`src/rtl/pred_pkg.sv`:
```
package pred_pkg;
  localparam int OP_W = 4;
  localparam int NUM_OPS = 10;

  typedef enum logic [OP_W-1:0] {
    OP_EQ  = 4'd0,
    OP_NE  = 4'd1,
    OP_LT  = 4'd2,
    OP_LE  = 4'd3,
    OP_GT  = 4'd4,
    OP_GE  = 4'd5,
    OP_LTU = 4'd6,
    OP_LEU = 4'd7,
    OP_GTU = 4'd8,
    OP_GEU = 4'd9
  } cmp_op_e;
endpackage

```
`src/rtl/pred_cmp_eval.sv`:
```
module pred_cmp_eval
  import pred_pkg::*;
#(
  parameter int DATA_W = 64
) (
  input  logic [DATA_W-1:0] a,
  input  logic [DATA_W-1:0] b,
  input  logic [OP_W-1:0]   op,
  output logic              res,
  output logic              legal
);
  logic eq, slt, ult;

  assign eq  = (a == b);
  assign slt = ($signed(a) < $signed(b));
  assign ult = (a < b);

  always_comb begin
    legal = 1'b1;
    res   = 1'b0;
    case (cmp_op_e'(op))
      OP_EQ:   res = eq;
      OP_NE:   res = !eq;
      OP_LT:   res = slt;
      OP_LE:   res = slt || eq;
      OP_GT:   res = !(slt || eq);
      OP_GE:   res = !slt;
      OP_LTU:  res = ult;
      OP_LEU:  res = ult || eq;
      OP_GTU:  res = !(ult || eq);
      OP_GEU:  res = !ult;
      default: legal = 1'b0;
    endcase
  end
endmodule

```
`src/rtl/pred_file.sv`:
```
module pred_file #(
  parameter int NUM_PRED = 64,
  parameter int NUM_RD   = 2,
  localparam int IDX_W   = $clog2(NUM_PRED)
) (
  input  logic             clk,
  input  logic             rst_n,
  input  logic             wt_en,
  input  logic [IDX_W-1:0] wt_idx,
  input  logic             wt_val,
  input  logic             wf_en,
  input  logic [IDX_W-1:0] wf_idx,
  input  logic             wf_val,
  input  logic [IDX_W-1:0] q_idx,
  output logic             q_val,
  input  logic [IDX_W-1:0] rd_idx [NUM_RD],
  output logic             rd_val [NUM_RD]
);
  logic [NUM_PRED-1:0] flags;

  assign flags[0] = 1'b0;

  for (genvar i = 1; i < NUM_PRED; i++) begin : g_bit
    always_ff @(posedge clk or negedge rst_n) begin
      if (!rst_n)
        flags[i] <= 1'b0;
      else if (wt_en && wt_idx == IDX_W'(i))
        flags[i] <= wt_val;
      else if (wf_en && wf_idx == IDX_W'(i))
        flags[i] <= wf_val;
    end
  end

  // Guard lookup uses stored state only.
  assign q_val = (q_idx == '0) ? 1'b1 : flags[q_idx];

  for (genvar p = 0; p < NUM_RD; p++) begin : g_rd
    always_comb begin
      if (rd_idx[p] == '0)
        rd_val[p] = 1'b1;
      else if (wt_en && wt_idx == rd_idx[p])
        rd_val[p] = wt_val;
      else if (wf_en && wf_idx == rd_idx[p])
        rd_val[p] = wf_val;
      else
        rd_val[p] = flags[rd_idx[p]];
    end

    // index zero is always true
    a_r2_zero_true: assert property (@(posedge clk) disable iff (!rst_n)
      (rd_idx[p] == '0) |-> rd_val[p]);

    // the bypassed value matches what storage holds after the edge
    a_r9_bypass_commit: assert property (@(posedge clk) disable iff (!rst_n)
      (wt_en && wt_idx == rd_idx[p] && rd_idx[p] != '0)
        |=> (flags[$past(rd_idx[p])] == $past(rd_val[p])));
  end

  logic             pair_q;
  logic [IDX_W-1:0] pair_t_q, pair_f_q;
  always_ff @(posedge clk or negedge rst_n) begin
    if (!rst_n) begin
      pair_q   <= 1'b0;
      pair_t_q <= '0;
      pair_f_q <= '0;
    end else begin
      pair_q   <= wt_en && wf_en && (wt_idx != wf_idx);
      pair_t_q <= wt_idx;
      pair_f_q <= wf_idx;
    end
  end

  // a paired write leaves complementary flags
  a_r5_dual_rail: assert property (@(posedge clk) disable iff (!rst_n)
    pair_q |-> (flags[pair_t_q] != flags[pair_f_q]));

  // no write enable means storage holds
  a_r7_hold: assert property (@(posedge clk) disable iff (!rst_n)
    (!wt_en && !wf_en) |=> $stable(flags));
endmodule

```
`src/rtl/pred_cmp_unit.sv`:
```
module pred_cmp_unit
  import pred_pkg::*;
#(
  parameter int DATA_W   = 64,
  parameter int NUM_PRED = 64,
  localparam int IDX_W   = $clog2(NUM_PRED)
) (
  input  logic              clk,
  input  logic              rst_n,
  input  logic              cmp_valid,
  output logic              cmp_ready,
  input  logic [DATA_W-1:0] cmp_a,
  input  logic [DATA_W-1:0] cmp_b,
  input  logic [OP_W-1:0]   cmp_op,
  input  logic [IDX_W-1:0]  cmp_guard,
  input  logic [IDX_W-1:0]  cmp_dst_t,
  input  logic [IDX_W-1:0]  cmp_dst_f,
  input  logic [IDX_W-1:0]  rd0_idx,
  output logic              rd0_val,
  input  logic [IDX_W-1:0]  rd1_idx,
  output logic              rd1_val
);
  logic res, legal, guard_ok, fire, wt_en, wf_en;
  logic [IDX_W-1:0] rd_idx [2];
  logic             rd_val [2];

  assign cmp_ready = 1'b1;

  pred_cmp_eval #(.DATA_W(DATA_W)) u_eval (
    .a(cmp_a), .b(cmp_b), .op(cmp_op), .res(res), .legal(legal)
  );

  assign fire  = cmp_valid && guard_ok && legal;
  assign wt_en = fire && (cmp_dst_t != '0);
  assign wf_en = fire && (cmp_dst_f != '0) && (cmp_dst_f != cmp_dst_t);

  assign rd_idx[0] = rd0_idx;
  assign rd_idx[1] = rd1_idx;
  assign rd0_val   = rd_val[0];
  assign rd1_val   = rd_val[1];

  pred_file #(.NUM_PRED(NUM_PRED), .NUM_RD(2)) u_file (
    .clk(clk), .rst_n(rst_n),
    .wt_en(wt_en), .wt_idx(cmp_dst_t), .wt_val(res),
    .wf_en(wf_en), .wf_idx(cmp_dst_f), .wf_val(!res),
    .q_idx(cmp_guard), .q_val(guard_ok),
    .rd_idx(rd_idx), .rd_val(rd_val)
  );

  // illegal codes never reach the writeback
  a_r8_bad_code: assert property (@(posedge clk) disable iff (!rst_n)
    (cmp_valid && cmp_op >= OP_W'(NUM_OPS)) |-> !(wt_en || wf_en));

  // idle request port writes nothing
  a_r10_idle: assert property (@(posedge clk) disable iff (!rst_n)
    !cmp_valid |-> !(wt_en || wf_en));

  // same destination drops the inverted write
  a_r6_same_dst: assert property (@(posedge clk) disable iff (!rst_n)
    (cmp_valid && cmp_dst_t == cmp_dst_f) |-> !wf_en);
endmodule

```
`config.mk`:
```
export PLATFORM = sky130hd
export DESIGN_NAME = pred_cmp_unit
export DESIGN_NICKNAME = d
export VERILOG_FILES = /design/src/rtl/pred_pkg.sv /design/src/rtl/pred_cmp_eval.sv /design/src/rtl/pred_file.sv /design/src/rtl/pred_cmp_unit.sv
export SDC_FILE = /design/constraint.sdc
export NUM_CORES = 1
export LEC_CHECK = 0
export CORE_MARGIN = 1.5
export CORE_UTILIZATION = 53
export CTS_CLUSTER_DIAMETER = 80
export DETAILED_ROUTE_END_ITERATION = 12
export PLACE_DENSITY = 0.84
export SETUP_SLACK_MARGIN = 0.02
export SLEW_MARGIN = 20
export SYNTH_ARGS = -nofsm -noshare
export SYNTH_HDL_FRONTEND = slang
export SYNTH_SLANG_ARGS = --single-unit
export TNS_END_PERCENT = 1
```
`constraint.sdc`:
```
create_clock -name clk -period 4.7 [get_ports clk]
set_input_delay 0.705 -clock clk [delete_from_list [all_inputs] [get_ports clk]]
set_output_delay 0.705 -clock clk [all_outputs]
set_load 0.005 [all_outputs]
```
Word level (Yosys, flattened, before mapping) --
Index checks and enable logic that the tools add are counted.
Cells by class: magnitude comparators 5, muxes and demuxes 141, reduce and logical (&&, ||, !) cells 213, equal/unequal tests 141
Operators with widths (number):
- $eq 6x6->1 const B | 64
- $eq 6x5->1 const B | 32
- $mux 1 | 137
- $logic_and 1x1->1 | 135
- $lt 64x64->1 | 2
- $reduce_bool 2->1 | 63
- $eq 6x4->1 const B | 16
- $eq 64x64->1 | 1
- $eq 6x3->1 const B | 8
- $eq 6x2->1 const B | 4
- $eq 6x6->1 | 4
- $lt 6x7->1 const B | 3
- $bmux 1 s6 | 3
- $logic_not 6->1 | 3
- $eq 4x3->1 const B | 4
- $eq 6x1->1 const B | 2
- $reduce_bool 6->1 | 2
- $pmux 1 s10 | 1
- $reduce_or 10->1 | 1
- $eq 4x2->1 const B | 2
- $eq 4x4->1 const B | 2
- $logic_not 1->1 | 6
- $ne 6x6->1 | 1
- $eq 4x1->1 const B | 1
- other kinds (2) | 3
Word-level totals: logic and storage cells 563, register bits 63, output and inout bits 3

Logic depth before layout (Yosys ltp) --
Gate-level depths: netlist of the first run.
word-level depth 11, depth in mapped cells 14, gate-level depth less buffers 11

Modules after synthesis --
A second synthesis of the first run with hierarchy kept.
Second synthesis, totals: cell total of the unflattened synthesis 873, area total of the unflattened synthesis 7698.6 sq um
By module, submodules not included:
- pred_file | instances 1, cells an instance 607, area each 5843.1 sq um
- pred_cmp_eval | instances 1, cells an instance 248, area each 1732.9 sq um
- pred_cmp_unit | instances 1, cells an instance 18, area each 122.6 sq um

Worst setup path before layout of the first run --
OpenSTA, ideal clock, no wires.
path kind input port to output port, start point input port cmp_b[30], end point output port rd1_val, slack 0.658 ns, data arrival time 3.337 ns, path buffers 3, cell stages on the path 13, cell sequence inv_1 ha_1 nand4_1 nor4_1 nand4_1 and3_1 nor4b_1 a21oi_1 a211o_1 buf_2 buf_2 buf_1 a211o_1
Between the ends: word-level cells in the longest chain between the ends 8, elaborated cells on any way between the ends 15, classes of those cells order compare: 2; eq/ne: 1; mux: 4; reduce/logical: 8
RTL lines:
- start: declaration | line pred_cmp_unit.sv:13 | input logic [DATA_W-1:0] cmp_b,
- $lt 64x64->1 (tied with other cells) | line pred_cmp_eval.sv:16 | assign ult = (a < b);
- $logic_or 1x1->1 (on tied branches)
- $logic_not 1->1 (on tied branches) | line pred_cmp_eval.sv:30, pred_cmp_eval.sv:26
- $pmux 1 s10 * | line pred_cmp_eval.sv:21 | case (cmp_op_e'(op))
- $logic_not 1->1 | line pred_cmp_unit.sv:45 | .wf_en(wf_en), .wf_idx(cmp_dst_f), .wf_val(!res),
- $mux 1 | line pred_file.sv:43 | else if (wf_en && wf_idx == rd_idx[p])
- $mux 1 * | line pred_file.sv:41 | else if (wt_en && wt_idx == rd_idx[p])
- $mux 1 * | line pred_file.sv:39 | if (rd_idx[p] == '0)
- end: declaration | line pred_cmp_unit.sv:21 | output logic rd1_val
Mark *: on every way between the ends. The rest lies on a longest branch, timed or not.

Worst setup path after layout of the first run --
start point input port cmp_b[39], end point output port rd0_val
Between the ends: word-level cells in the longest chain between the ends 8, elaborated cells on any way between the ends 15, classes of those cells order compare: 2; eq/ne: 1; mux: 4; reduce/logical: 8
RTL lines:
- $lt 64x64->1 (tied with other cells) | line pred_cmp_eval.sv:16
- $logic_or 1x1->1 (on tied branches)
- $logic_not 1->1 (on tied branches) | line pred_cmp_eval.sv:30, pred_cmp_eval.sv:26
- $pmux 1 s10 * | line pred_cmp_eval.sv:21
- $logic_not 1->1 | line pred_cmp_unit.sv:45
- $mux 1 | line pred_file.sv:43
- $mux 1 * | line pred_file.sv:41
- $mux 1 * | line pred_file.sv:39
- end: declaration | line pred_cmp_unit.sv:19 | output logic rd0_val,
Marked as above.

==> results of run 1 <==
## how the worst max path moves through the flow
stage,startpoint,end,cells past startpoint
floorplan,cmp_b[30],rd1_val,13
global placement,cmp_b[47],rd0_val,14
detailed placement,cmp_b[47],rd0_val,14
CTS,cmp_b[7],rd1_val,16
global route,cmp_b[38],rd0_val,14
finish,cmp_b[39],rd0_val,14
## report_power, final
group	internal, µW	switching (µW)
clock	406	251
sequential	590	73.2
combinational	390	396
total	1390	720
## layer usage
layer  up-vias  track usage, %
li1       4046               -
met3       138           8.729
met1      4194           44.27
met4         0           16.78
met5         -               0
met2       656           61.33
## worst max-delay path, cell delays in order
cell and delay, ns:
clkdlybuf4s50_1 0.45, inv_1 0.04, ha_1 0.28, nand4_1 0.19, buf_4 0.20, nor4_2 0.34, and2_4 0.24, o31a_1 0.15
a311oi_2 0.06, and2_1 0.22, a211o_2 0.39, o31a_1 0.32, o21ai_2 0.10, clkdlybuf4s15_1 0.20
## stage by stage
step,setup WS [ns],instances,hold slack (ns)
detailed placement,-0.2380,1316,0.6107
finish,0.09569,1334,0.5067
floorplan,0.6575,968,0.4094
global placement,-0.2146,1316,0.5890
global route,-0.03182,1334,0.5728
CTS,-0.04910,1334,0.5305
## area by class of cell
class                   count  area (µm²)
multi-input cells         752        5802
fillers                  1117        4073
repair buffers            246        2295
well taps                 184       230.2
clock buffers              11       232.7
clock inverters             4       47.55
flip-flops and latches     63        1577
inverters                  74       277.8
## kinds of logic (layout without fill, tap and decap cells)
family	after synthesis	in the layout	share of synthesized area, %
AOI/OAI and AO/OA	246	246	20.99
xor gates and xnor gates	30	30	3.330
adders and majority gates	64	64	10.15
buffers and inverters	153	335	8.102
DFF	63	63	19.98
muxes	71	71	14.62
other	1	1	0.04752
and+or+nand+nor	340	340	22.78
## repair_timing
| item | 4_1_cts | 5_1_grt |
|---|---|---|
| pin swaps | 9 | 7 |
| endpoints found under the setup margin | 2 | 2 |
| gates resized for setup | 16 | 13 |
| setup buffers | 3 | 0 |
## placed cells by master, fill, tap and decap left out, drive strengths merged, types with 6 or more instances in the layout
master         count
clkdlybuf4s50    162
buf               81
inv               74
o21ai             65
ha                64
nor3              64
dfrtp             63
nand2             58
nand3             44
nor2              42
a21oi             39
or3               39
mux4              35
mux2i             32
o211ai            26
nand4             25
a31oi             23
o311ai            23
nor2b             16
xor2              16
nor4              16
o221ai            15
xnor2             14
a311o             11
clkbuf            11
or2               10
o22ai              9
a211o              9
nand2b             7
and2               6
==> run metrics, run 1 <==
status finished clean; number of synthesized flops with an enable pin 0; Root Buffer clkbuf_16; pwr/cell area 201.3 nW/µm²; grt ovf 0; R2R depth 8; Routed WL 28600 µm; FMAX 217.2 MHz; prevailing post-synth register cell dfrtp_1; sequential area share after synthesis 19.98%; synth top area cells dfrtp_1, ha_1, mux4_2, o21ai_0, mux2i_1; Final Slew Violations 0; share of cells above drive strength 1 14.61%; Synth top area share 19.98%; biggest registers after layout u_file.flags (63); FF+latch count, synth 63; CP Launch Type input pin; IO Count 168; row count 44; P_leak 0.004373 µW; Gate Count Post-Synth 968; CTS Hold Buffers Added 0; worst-path maximum fanout 3; vias per inst 6.772; Final Setup Violations 0; Max-slew headroom between 30% and 40%; DRT Pass-1 Iters 6; RSZ-0062 raised after global routing true; CTS tree done; Ant. Diodes 0; Die ar. 15630 µm²; clk buf depth 2; Final GP Congestion 0.9853; Top reg by flops u_file.flags; P&R area growth vs syn 32.57%; Die Ht 125.0 µm; max FFs per register 63; MaxCap Viol Count 0; Tmin final 4.604 ns; worst path required time 3.99 ns; Worst VDD drop 0.2561 mV; CP endpoint kind primary output; Yosys top cell by area dfrtp_1; Syn Std Cell Area 7891 µm²; via count roughly 9000; vias in the first global route around 9000; Synth Area per Inst just over 8 µm²; Least-Margin Pin Slew about 0.93 ns; Initial DRC Count 1072; Initial Utilization 54.30%; Setup TNS 0 ns; top-count cell post-synth inv_1; total power 2106 µW; final hold vios 0; DRC errors left 0; FFs w/ async S/R, synth 100.0%; WL met3 3444 µm; M1 WL about 10000 µm; kind of critical path input pin to primary output; syn_nets roughly 1200; Core Area 14530 µm²; global-route wire length before repair 45750 µm; TritonCTS Buffers 9; largest net degree at the start of global routing roughly 90; Ys Warns 0; FF-to-FF End u_file.flags[3]$_DFFE_PN0P_; initial antenna violation count 0; H-tree depth 3; # clock sinks 63; IO Port Bufs around 170; CTS clk-pin slew, worst paths 0.06 ns; antenna viol nets, final 0; most frequent cells after synthesis inv_1, o21ai_0, ha_1, nor3_1, dfrtp_1; final worst path period share between 90% and 100%; Clock Skew between 0.01 and 0.015 ns; Max Used Layer met4; Hold WC Path Type input pin to asynchronous set/reset pin; post-synthesis cell type count 57; r2r setup slk 1.32 ns; final net count 1375; Chip Width 125.0 µm; wire length on met2 around 13000 µm; GRT Resource Usage Total 36.46%; Reg2Reg Launch Point u_file.flags[22]$_DFFE_PN0P_; Worst EP arrival 3.90 ns; post-route cell area around 10000 µm²; Core Util, Final between 70% and 80%; WL per Instance 21.44 µm; insertion delay to the later sink of the worst-skew pair ~0.34 ns; HPWL after DPL 21800 µm; Area after DPL 10040 µm²
No activity file was read; power rests on OpenSTA's default activity.
==> run 2: changes to the inputs <==
Settings changed: CORE_UTILIZATION 53 to 49, PLACE_DENSITY 0.84 to 0.78.
==> run metrics, run 2 (synthesis results as in run 1) <==
global-route wire length before repair 44970 µm; Reg2Reg Launch Point u_file.flags[7]$_DFFE_PN0P_; biggest registers after layout u_file.flags (63); Core Area 15830 µm²; Comb pwr share 36.5%; worst-path maximum fanout 5; Final Slew Violations 0; Clock Skew ~0.011 ns; TritonCTS Buffers 9; share of cells above drive strength 1 15.05%; Ant. Diodes 0; MaxCap Viol Count 0; stages on the worst setup path 15; sw frac 33.75%; CTS tree done; grt ovf 0; DRC errors left 0; Worst VDD drop 0.1665 mV; antenna viol nets, final 0; Die Ht approximately 130 µm; largest net degree at the start of global routing 72; Internal Pwr Total 1419 µW; vias per inst 6.455; IO Port Bufs ~170; Root Buffer clkbuf_16; CP endpoint rd1_val; Routed WL 28590 µm; final hold vios 0; WL per Instance 20.84 µm; CP peak stage delay 0.49 ns; CP Launch Type input pin; commonest cells after routing, fill and taps aside clkdlybuf4s50_1, buf_4, inv_1; Chip Width 129.9 µm; r2r setup slk 1.33 ns; CTS clk-pin slew, worst paths 0.06 ns; Flop pwr share 30.8%; initial antenna violation count 0; # clock sinks 63; Least-Margin Pin Slew just over 0.8 ns; final worst path period share 96.97%; final net count around 1400; R2R depth 7; post-route cell area about 11000 µm²; insertion delay to the later sink of the worst-skew pair 0.34 ns; Max-slew headroom 45.01%; FF-to-FF End u_file.flags[60]$_DFFE_PN0P_; WP buf/inv 5; vias in the first global route 8566; Initial Utilization 49.86%; FMAX 219.4 MHz; max FFs per register 63; Setup TNS 0 ns; clock network fraction of design power 32.7%; Final Setup Violations 0; P&R area growth vs syn 33.31%; row count 46; worst path required time 3.99 ns; pwr/cell area 203.7 nW/µm²; RSZ-0062 raised after global routing true; Place WS -0.3105 ns; placed cell count between 1000 and 1500; Tmin final 4.557 ns; CP endpoint kind primary output; status finished clean; Worst EP arrival about 3.9 ns; Setup crit start cmp_b[39]; HPWL after DPL 21900 µm; GRT Resource Usage Total 34.42%; H-tree depth 3; DRT Pass-1 Iters 5; Final GP Congestion 0.9634; slowest stage cell, crit path clkdlybuf4s50_1; P_leak around 0.0044 µW; Initial DRC Count about 1100; crit-path cells clkdlybuf4s50_1 -> inv_1 -> ha_1 -> nand4_1 -> nor4_2 -> buf_4 -> nand4_1 -> buf_4 -> o41ai_1 -> nor4b_2 -> a21oi_1 -> a211o_2 -> nor2_1 -> a211o_1 -> dlygate4sd2_1; Post-Layout Cell Count ~1400; IO Count 168; Top reg by flops u_file.flags; CP top delay family buffers and inverters; Area after DPL roughly 10000 µm²; kind of critical path input pin to primary output; P_sw 723.1 µW; post-route setup slack about 0.14 ns; Core Util, Final 66.47%; commonest non-fill, non-tap cell in the layout clkdlybuf4s50_1; Hold WC Path Type input pin to asynchronous set/reset pin; clk buf depth 2; Die ar. 16880 µm²; via count 8856
==> run 2: layout make-up <==
cell class              instances  area [µm²]
repair buffers                252        2323
clock buffers                  11       252.7
well taps                     216       270.3
clock inverters                 4       53.80
inverters                      74       277.8
fillers                      1279        5308
multi-input cells             752        5766
flip-flops and latches         63        1577
==> run 2: per-layer routing <==
| metal | up-vias | global-route usage (%) | part of all wire, % |
|---|---|---|---|
| li1 | 4049 | - | - |
| met4 | 0 | 15.23 | 4.7 |
| met3 | 111 | 6.888 | 10 |
| met5 | - | 0 | 0 |
| met2 | 586 | 58.08 | 47 |
| met1 | 4110 | 42.76 | 37 |
==> run 2: per-stage QoR <==
step / total power, µW / hold WS, ns
after floorplan: 1074 / 0.4094
after global placement: 1406 / 0.5931
after detailed placement: 1421 / 0.6033
after CTS: 2122 / 0.4734
after global routing: 2233 / 0.5092
final: 2143 / 0.4579
==> run 2: power by group through the flow <==
stage          clock, µW  combinational (µW)  sequential [µW]
6_report             701                 782              660
5_1_grt              722                 849              661
4_1_cts              701                 768              653
3_5_place_dp           0                 759              662
3_3_place_gp           0                 748              658
2_1_floorplan          0                 445              628
==> run 2: worst register-to-register path: cells and delay by family (launching register included) <==
kind,cells,cell delay (ns)
AND/OR/NAND/NOR,4,1.30
multiplexers,2,0.99
AO/OA/AOI/OAI,1,0.53
flip-flops,1,0.44
==> run 2: timing repair <==
item                                    CTS  global route
hold buffers                              0             0
buffers inserted                          2             0
pin swaps                                11             7
gates resized for setup                  12             8
cloned                                    0             0
endpoints found under the setup margin    2             6
==> run 2: how the worst min path moves through the flow <==
| stage | startpoint | to | slack (ns) | depth (start not counted) |
|---|---|---|---|---|
| after floorplan | rst_n | u_file.flags[10]$_DFFE_PN0P_ | 0.41 | 0 |
| after global placement | u_file.flags[33]$_DFFE_PN0P_ | u_file.flags[33]$_DFFE_PN0P_ | 0.59 | 2 |
| after CTS | rst_n | u_file.flags[19]$_DFFE_PN0P_ | 0.47 | 1 |
| final | rst_n | u_file.flags[35]$_DFFE_PN0P_ | 0.46 | 1 |
| after detailed placement | u_file.flags[33]$_DFFE_PN0P_ | u_file.flags[33]$_DFFE_PN0P_ | 0.60 | 2 |
| after global routing | rst_n | u_file.flags[19]$_DFFE_PN0P_ | 0.51 | 1 |
